$ cat config.mk
export PLATFORM = sky130hd
export DESIGN_NAME = dram_bus_ctrl
export DESIGN_NICKNAME = d
export VERILOG_FILES = /design/src/rtl/dramc_pkg.sv /design/src/rtl/dramc_refresh.sv /design/src/rtl/dramc_addr_mux.sv /design/src/rtl/dramc_cs_decode.sv /design/src/rtl/dram_bus_ctrl.sv
export SDC_FILE = /design/constraint.sdc
export NUM_CORES = 1
export LEC_CHECK = 0
export BUFFER_PORTS_ARGS = -buffer_cell sky130_fd_sc_hd__buf_4
export CORE_MARGIN = 5
export CORE_UTILIZATION = 44
export CTS_CLUSTER_DIAMETER = 60
export DETAILED_ROUTE_END_ITERATION = 16
export PLACE_DENSITY = 0.66
export SLEW_MARGIN = 20
export SYNTH_ARGS = -nofsm -noshare
export SYNTH_HDL_FRONTEND = slang
export SYNTH_SLANG_ARGS = --single-unit
$ cat constraint.sdc
create_clock -name clk -period 5.05 [get_ports clk]
set_input_delay 0.505 -clock clk [delete_from_list [all_inputs] [get_ports clk]]
set_output_delay 0.505 -clock clk [all_outputs]
set_load 0.01 [all_outputs]
$ cat src/rtl/dramc_pkg.sv
package dramc_pkg;

   typedef enum logic [2:0] {
      ST_IDLE,
      ST_ROW,
      ST_COL,
      ST_DATA,
      ST_DONE,
      ST_REF_RAS,
      ST_REF_END
   } dc_state_e;

   typedef enum logic [1:0] {
      MUX_ROW,
      MUX_COL,
      MUX_REF
   } mux_sel_e;

endpackage

$ cat src/rtl/dramc_refresh.sv
module dramc_refresh #(
   parameter int ROW_W    = 10,
   parameter int INTERVAL = 3900
) (
   input  logic             clk,
   input  logic             rst_n,
   input  logic             grant,
   input  logic             done,
   output logic             pend,
   output logic [ROW_W-1:0] row
);
   localparam int CW = $clog2(INTERVAL);

   if (INTERVAL < 4) begin : g_bad_interval
      $error("dramc_refresh: INTERVAL must be at least 4");
   end
   if (ROW_W < 1) begin : g_bad_row
      $error("dramc_refresh: ROW_W must be at least 1");
   end

   logic [CW-1:0] tmr;
   logic          tick;

   assign tick = (tmr == CW'(INTERVAL - 1));

   always_ff @(posedge clk) begin
      if (!rst_n) begin
         tmr  <= '0;
         pend <= 1'b0;
         row  <= '0;
      end else begin
         tmr  <= tick ? '0 : tmr + 1'b1;
         pend <= tick | (pend & ~grant);
         if (done) row <= row + 1'b1;
      end
   end
endmodule

$ cat src/rtl/dramc_addr_mux.sv
module dramc_addr_mux
   import dramc_pkg::*;
#(
   parameter int ROW_W = 10,
   parameter int COL_W = 10,
   parameter int MUX_W = 10
) (
   input  mux_sel_e         sel,
   input  logic [ROW_W-1:0] row_a,
   input  logic [COL_W-1:0] col_a,
   input  logic [ROW_W-1:0] ref_a,
   output logic [MUX_W-1:0] addr
);
   if (MUX_W < ROW_W || MUX_W < COL_W) begin : g_bad_width
      $error("dramc_addr_mux: MUX_W narrower than a field");
   end

   always_comb begin
      addr = '0;
      unique case (sel)
         MUX_COL: addr[COL_W-1:0] = col_a;
         MUX_REF: addr[ROW_W-1:0] = ref_a;
         default: addr[ROW_W-1:0] = row_a;
      endcase
   end
endmodule

$ cat src/rtl/dramc_cs_decode.sv
module dramc_cs_decode #(
   parameter int CS_BITS = 2,
   parameter int N_CS    = 4
) (
   input  logic [CS_BITS-1:0] sel,
   input  logic               en,
   output logic [N_CS-1:0]    cs
);
   if (N_CS != (1 << CS_BITS)) begin : g_bad_count
      $error("dramc_cs_decode: N_CS must equal 2**CS_BITS");
   end

   for (genvar i = 0; i < N_CS; i++) begin : g_line
      assign cs[i] = en && (sel == CS_BITS'(i));
   end
endmodule

$ cat src/rtl/dram_bus_ctrl.sv
module dram_bus_ctrl
   import dramc_pkg::*;
#(
   parameter int CS_BITS      = 2,
   parameter int ROW_W        = 10,
   parameter int COL_W        = 10,
   parameter int REF_INTERVAL = 3900,
   parameter int T_RCD        = 2,
   parameter int T_CAS        = 2,
   parameter int T_RAS        = 4,
   parameter int T_PRE        = 2
) (
   input  logic                                      clk,
   input  logic                                      rst_n,
   input  logic [CS_BITS+ROW_W+COL_W-1:0]            bus_addr,
   input  logic                                      bus_rd,
   input  logic                                      bus_req,
   output logic                                      bus_mfc,
   output logic                                      busy,
   output logic [((ROW_W > COL_W) ? ROW_W : COL_W)-1:0] dram_addr,
   output logic                                      dram_ras,
   output logic                                      dram_cas,
   output logic                                      dram_we,
   output logic [(1 << CS_BITS)-1:0]                 dram_cs
);
   localparam int ADDR_W = CS_BITS + ROW_W + COL_W;
   localparam int MUX_W  = (ROW_W > COL_W) ? ROW_W : COL_W;
   localparam int N_CS   = 1 << CS_BITS;
   localparam int T_A    = (T_RCD > T_CAS) ? T_RCD : T_CAS;
   localparam int T_B    = (T_RAS > T_PRE) ? T_RAS : T_PRE;
   localparam int T_MAX  = (T_A > T_B) ? T_A : T_B;
   localparam int TW     = $clog2(T_MAX + 1);

   if (CS_BITS < 1) begin : g_bad_cs
      $error("dram_bus_ctrl: CS_BITS must be at least 1");
   end
   if (T_RCD < 1 || T_CAS < 1 || T_RAS < 1 || T_PRE < 1) begin : g_bad_timing
      $error("dram_bus_ctrl: every timing must be at least one cycle");
   end

   dc_state_e         state, nstate;
   logic [TW-1:0]     tcnt;
   logic [ADDR_W-1:0] addr_q;
   logic              rd_q;
   logic              req_m, req_s;
   logic              grant, ref_done, capture, ref_pend, cs_en;
   logic [ROW_W-1:0]  ref_row;
   mux_sel_e          mux_sel;

   // Access control and timing control, one machine.
   always_comb begin
      nstate   = state;
      grant    = 1'b0;
      ref_done = 1'b0;
      capture  = 1'b0;
      unique case (state)
         ST_IDLE: begin
            if (ref_pend) begin
               nstate = ST_REF_RAS;
               grant  = 1'b1;
            end else if (req_s) begin
               nstate  = ST_ROW;
               capture = 1'b1;
            end
         end
         ST_ROW:     if (tcnt == TW'(T_RCD - 1)) nstate = ST_COL;
         ST_COL:     if (tcnt == TW'(T_CAS - 1)) nstate = ST_DATA;
         ST_DATA:    if (!req_s) nstate = ST_DONE;
         ST_DONE:    if (tcnt == TW'(T_PRE - 1)) nstate = ST_IDLE;
         ST_REF_RAS: if (tcnt == TW'(T_RAS - 1)) nstate = ST_REF_END;
         ST_REF_END: begin
            if (tcnt == TW'(T_PRE - 1)) begin
               nstate   = ST_IDLE;
               ref_done = 1'b1;
            end
         end
         default:    nstate = ST_IDLE;
      endcase
   end

   always_ff @(posedge clk) begin
      if (!rst_n) begin
         state  <= ST_IDLE;
         tcnt   <= '0;
         addr_q <= '0;
         rd_q   <= 1'b1;
         req_m  <= 1'b0;
         req_s  <= 1'b0;
      end else begin
         state <= nstate;
         tcnt  <= (nstate != state) ? '0 : tcnt + 1'b1;
         req_m <= bus_req;
         req_s <= req_m;
         if (capture) begin
            addr_q <= bus_addr;
            rd_q   <= bus_rd;
         end
      end
   end

   always_comb begin
      unique case (state)
         ST_COL, ST_DATA:        mux_sel = MUX_COL;
         ST_REF_RAS, ST_REF_END: mux_sel = MUX_REF;
         default:                mux_sel = MUX_ROW;
      endcase
   end

   assign dram_ras = (state == ST_ROW) || (state == ST_COL) ||
                     (state == ST_DATA) || (state == ST_REF_RAS);
   assign dram_cas = (state == ST_COL) || (state == ST_DATA);
   assign cs_en    = (state == ST_ROW) || (state == ST_COL) || (state == ST_DATA);
   assign bus_mfc  = (state == ST_DATA);
   assign busy     = (state != ST_IDLE);
   assign dram_we  = ~rd_q;

   dramc_refresh #(
      .ROW_W    (ROW_W),
      .INTERVAL (REF_INTERVAL)
   ) u_refresh (
      .clk   (clk),
      .rst_n (rst_n),
      .grant (grant),
      .done  (ref_done),
      .pend  (ref_pend),
      .row   (ref_row)
   );

   dramc_addr_mux #(
      .ROW_W (ROW_W),
      .COL_W (COL_W),
      .MUX_W (MUX_W)
   ) u_mux (
      .sel   (mux_sel),
      .row_a (addr_q[COL_W +: ROW_W]),
      .col_a (addr_q[COL_W-1:0]),
      .ref_a (ref_row),
      .addr  (dram_addr)
   );

   dramc_cs_decode #(
      .CS_BITS (CS_BITS),
      .N_CS    (N_CS)
   ) u_cs (
      .sel (addr_q[ADDR_W-1 -: CS_BITS]),
      .en  (cs_en),
      .cs  (dram_cs)
   );
endmodule

# After elaboration in Yosys (flattened, before gate mapping)
# Index checks and enable logic that the tools add are counted.
[op_classes]
addsub = 3
multipliers = 0
div = 0
order_cmp = 0
n_eq_ne = 15
shifts = 0
n_mux = 17
n_bitwise = 5
reduce_logical = 16
[op_table]
columns = ["cell", "count"]
rows = [
  ["$mux W3", 7],
  ["$pmux W10 S2", 1],
  ["$pmux W3 S6", 1],
  ["$add A12 B1 Y12 const B", 1],
  ["$eq A12 B12 Y1 const B", 1],
  ["$add A10 B1 Y10 const B", 1],
  ["$reduce_or A2 Y1", 5],
  ["$eq A3 B2 Y1 const B", 3],
  ["$eq A3 B3 Y1 const B", 3],
  ["$mux W1", 7],
  ["$eq A2 B2 Y1 const B", 3],
  ["$eq A3 B1 Y1 const B", 2],
  ["$eq A2 B1 Y1 const B", 2],
  ["$logic_and A1 B1 Y1", 4],
  ["$logic_or A1 B1 Y1", 4],
  ["$pmux W2 S2", 1],
  ["$add A3 B1 Y3 const B", 1],
  ["$logic_not A3 Y1", 1],
  ["$ne A3 B3 Y1", 1],
  ["$not A1 Y1", 3],
  ["$reduce_bool A3 Y1", 1],
  ["$logic_not A2 Y1", 1],
  ["$and A1 B1 Y1", 1],
  ["$or A1 B1 Y1", 1],
]
[word_totals]
reg_bits = 54
latch_bits = 0
mem_bits_rw = 0
romBits = 0
word_cells = 65
memories = 0

# Depth between registers and ports, before layout
[depth]
depth_word = 5
mapped_depth = 8
mapped_depth_nobuf = 6

# Modules after synthesis
# A second synthesis with hierarchy kept.
[hier_totals]
hier_cells = 312
hier_area_um2 = 2800.2
[by_module_without_submodules]
columns = ["mod", "instances", "cells_per_inst", "area_each_um2", "seq_area_each_um2"]
rows = [
  ["dram_bus_ctrl", 1, 160, 1405.1, 620.6],
  ["dramc_refresh", 1, 110, 1039.7, 460.4],
  ["dramc_addr_mux", 1, 38, 317.8, 0.0],
  ["dramc_cs_decode", 1, 4, 37.5, 0.0],
]

# Worst setup path after synthesis
# Ideal clock, no wire load.
[synth_timing]
kind = "register to output"
from = "register state[1]"
to = "output port dram_addr[0] (netlist bit)"
arrival_time_ns = 1.802
t_required_ns = 4.545
setup_slack_ns = 2.743
stages_incl_launch_ff = 8
path_cell_list = "dfxtp_1 clkbuf_1 nand2b_1 inv_1 ha_1 clkbuf_1 a22oi_1 o21ai_0"
[synth_between]
elab_chain_cells = 5
elab_cells_between_ends = 10
cone_classes = "eq/ne: 6; mux: 2; reduce/logical: 2"
[synth_rtl]
columns = ["item", "line", "source"]
rows = [
  ["from (decl)", "dram_bus_ctrl.sv:41", "dc_state_e state, nstate;"],
  ["from (signal assigned)", "dram_bus_ctrl.sv:90", "state <= nstate;"],
  ["$eq A3 B3 Y1 / $eq A3 B2 Y1 (equally long branches)", "dram_bus_ctrl.sv:102", "unique case (state)"],
  ["$reduce_or A2 Y1", "dram_bus_ctrl.sv:102", ""],
  ["$pmux W2 S2 (*)", "dram_bus_ctrl.sv:102", ""],
  ["$eq A2 B2 Y1 / $eq A2 B1 Y1 (equally long branches)", "dramc_addr_mux.sv:20", "unique case (sel)"],
  ["$pmux W10 S2 (*)", "dramc_addr_mux.sv:20", ""],
  ["to (decl)", "dram_bus_ctrl.sv:20", "output logic [((ROW_W > COL_W) ? ROW_W : COL_W)-1:0] dram_addr,"],
]
# Mark *: on every way between the ends. The rest lies on a longest branch, timed or not.

# Final worst setup path
[layout_timing]
from = "register state[2]"
to = "output port dram_addr[2] (netlist bit)"
# The elaborated chain is that of the path after synthesis.

==> results.env <==
VIA_COUNT=2501
WL_PER_CELL_UM=15.10
DIE_AREA_SQ_UM=7655
SYNTH.AVG_CELL_AREA_SQ_UM=8.106
CLKSLEWWORSTSETUPHOLDPATHS_NS=0.10
FIN_TOTAL_PWR_W=0.0008313
POST-CTS-SETUP-BUFFERS=0
FP-ROW-COUNT=28
MAPPEDNETLISTAREA_SQ_UM=2643
NUMPORTBUFFERS=44
DRIVE_GT1_SHARE_PCT=17.88
WORSTPATHARRIVAL_NS=2.34
POST-DP-HPWL_MM=4.490
MAXSLEWHEADROOM_PCT=28.97
CHIPHEIGHT_UM=87.50
CRIT_PATH_END_KIND='output pin'
POWER_DENSITY_nW_PER_UM2=268.5
SYNTH_ENABLE_FLOP_CELLS=0
VIAS_PER_CELL=5.776
FINAL.SETUP_SKEW_NS=0.006660
POSTSYNTHREGISTERBITS=54
CRIT_PATH_START_KIND='flop'
SLEW_VIOLATIONS=0
ANTENNA_VIOLATIONS_BEFORE_REPAIR=0
GRT_START_MAX_NET_PINS=33
WORSTPATHMAXFANOUT=21
ANTENNA_CELLS_INSERTED=0
GLOBAL_ROUTE.USAGE.TOTAL_PCT=17.69
START_UTIL_PCT=44.90
IO_PINS=45
CTS_TREE='done'
MAX_CAP_VIOL_COUNT=0
FINAL.HOLD.WORST_SLACK_NS=0.3980
CLK_LATENCY_NS=0.31
GRT_PASS1_WL_MM=10.86
FINAL_MIN_PERIOD_OVER_CLOCK_PERIOD_PCT=56.36
CTS.HOLD.BUFFERS_ADDED=0
YOSYSSEQAREASHARE_PCT=40.91
GP_CONGESTION=0.7959
ANT_NETS=0
POST_CTS_RESIZE_COUNT=0
ACHIEVABLE-FREQUENCY_MHz=351.4
LAYOUT.NETS=390
CORE_SQ_UM=5886
FIRST_ITER_VIOLATIONS=158
FILLCELLCOUNT=580
AREA.GROWTH.SYNTH_TO_FINAL_PCT=17.14
GRT_SETUP_UNREPAIRED='no'
MAXIMUM_ROOT_TO_SINK_BUFFER_COUNT=2
SYNTH.DISTINCT_CELLS=43
GLOBALROUTEOVERFLOWTOTAL=0
SETUP_VIOLATION_TOTAL_IN_THE_FINAL_TIMING_REPORT=0
SYNTH.NET_COUNT=359
FINAL_CRITICAL_DELAY_INCLUDING_SETUP_AND_EXTERNAL_DELAYS_NS=2.846
CTS-ROOT-BUF='clkbuf_8'
POST_SYNTH_INST_COUNT=326
PEAKVDDDROP_uV=162.7
HOLD_VIOLATIONS=0
START_TO_END_TYPE_OF_THE_WORST_SETUP_PATH='flop to output pin'
WIRELENGTH_MM=6.537
LKG_PWR_nW=1.069
HTREEDEPTH=2
WORST_HOLD_PATH_TYPE='input pin to flop'
YOSYSWARNINGS=0
SYNTH_FF_TYPE='dfxtp_1'
CRIT_REQUIRED_NS=4.55
FIRST_GLOBAL_VIAS=2221
CTS_BUFFERS=5
SYNTH-ASYNC-RESET-RATIO_PCT=0
DIE_X_UM=87.50
FIN_SETUP_TNS_NS=0
TIMING_WORST_SLEW_PIN_VALUE_NS=1.064
DRT_PASS1_ITERATIONS=4
RUN_STATUS='completed'
CLOCK_SINKS=54
ROUTE.DETAILED.DRC=0
==> worst paths after layout <==
check                    from                end  slack (ns)  depth (start not counted)
max                  state[2]       dram_addr[2]        2.20                          6
min                   bus_req              req_m        0.40                          2
max reg2reg  u_refresh.tmr[0]  u_refresh.tmr[10]        2.92                          5
min reg2reg             req_m              req_s        0.45                          1
==> sequential cells by signal, indices dropped and copies added (netlist names) <==
| register | flops |
|---|---|
| rd_q | 1 |
| req_m | 1 |
| addr_q | 22 |
| state | 3 |
| u_refresh.pend | 1 |
| req_s | 1 |
| u_refresh.tmr | 12 |
| u_refresh.row | 10 |
| tcnt | 3 |
==> worst max-delay path, cell delays in order (launching register included) <==
cell      delay, ns
dfxtp_1        0.76
nand2b_1       0.27
inv_1          0.09
ha_1           0.34
a22oi_1        0.30
o21ai_0        0.11
buf_4          0.17
==> cell usage after synthesis, drive strengths merged, types with 2 or more instances <==
cell / n / area (sq um)
nor2b: 2 / 12.51
nand4: 4 / 25.02
dfxtp: 54 / 1081
a21oi: 39 / 195.2
nand3b: 4 / 30.03
nor4b: 2 / 17.52
o32ai: 2 / 17.52
clkbuf: 20 / 75.07
nand3: 31 / 155.2
o21ai: 40 / 200.2
nor2: 7 / 26.28
o31ai: 7 / 52.55
inv: 11 / 41.29
a22oi: 10 / 75.07
and2: 4 / 25.02
nor3b: 2 / 15.01
xor2: 3 / 26.28
nand2: 23 / 86.33
or3: 7 / 46.29
nor4: 7 / 43.79
mux2i: 3 / 30.03
or4: 8 / 63.82
buf: 3 / 13.76
nor3: 3 / 15.01
ha: 7 / 87.58
nand2b: 9 / 56.30
==> per-layer routing <==
layer / wire (um) / vias to the layer above / GRT usage (%)
li1: - / 1255 / -
met1: 3052 / 1172 / 25.12
met2: 3000 / 62 / 26.58
met3: 349 / 12 / 3.690
met4: 134 / 0 / 5.858
met5: 0 / - / 0
==> cell families after synthesis <==
group                    synth area share, %
flip-flops                             40.91
AND/OR/NAND/NOR                        25.47
buffers and inverters                  4.924
XOR/XNOR                               1.326
AO/OA/AOI/OAI                          22.92
multiplexers                           1.136
adder cells (fa/ha/maj)                3.314
==> final cells by class <==
class | count | area (sq um) | share of cell area, %
Sequential cell | 54 | 1081 | 34.92
Clock buffer | 5 | 68.82 | 2.223
Tap cell | 75 | 93.84 | 3.032
Inverter | 11 | 41.29 | 1.334
Multi-Input combinational cell | 238 | 1436 | 46.40
Clock inverter | 3 | 21.27 | 0.6871
Timing Repair Buffer | 47 | 352.8 | 11.40
==> through the flow <==
| step | area [sq um] | std cells | setup slack, ns | utilization (%) |
|---|---|---|---|---|
| final | 3095 | 433 | 2.204 | 52.59 |
| after global routing | 3095 | 433 | 1.998 | 52.59 |
| after CTS | 3095 | 433 | 2.177 | 52.59 |
| after detailed placement | 3005 | 425 | 2.546 | 51.06 |
| after global placement | 3005 | 425 | 2.583 | 51.06 |
| after floorplan | 2643 | 326 | 2.743 | - |
==> cells in the final DEF, fill, tap and decap left out, types with 2 or more instances in the layout <==
master / instances
buf_4: 47
nand3b_1: 4
a21oi_1: 39
and2_1: 4
clkbuf_8: 5
nand4_1: 4
nor4_1: 7
or3_2: 2
nor3b_1: 2
nor3_1: 2
nand3_1: 31
a22oi_1: 10
nand2_1: 23
nor4b_1: 2
o32ai_1: 2
ha_1: 7
mux2i_1: 3
nand2b_1: 9
o21ai_0: 40
nor2b_1: 2
o31ai_1: 7
or3_1: 5
xor2_1: 3
or4_2: 3
or4_1: 5
dfxtp_1: 54
inv_1: 11
nor2_1: 7
==> power by group <==
part / switching (W) / internal (W) / total, W / leakage [nW]
Combinational: 0.0000767 / 0.0000520 / 0.000129 / 0.586
Sequential: 0.0000169 / 0.000441 / 0.000458 / 0.438
Clock: 0.000147 / 0.0000978 / 0.000245 / 0.0441
Total: 0.000240 / 0.000591 / 0.000831 / 1.07
Note: power is estimated with default switching activity, not from simulation.
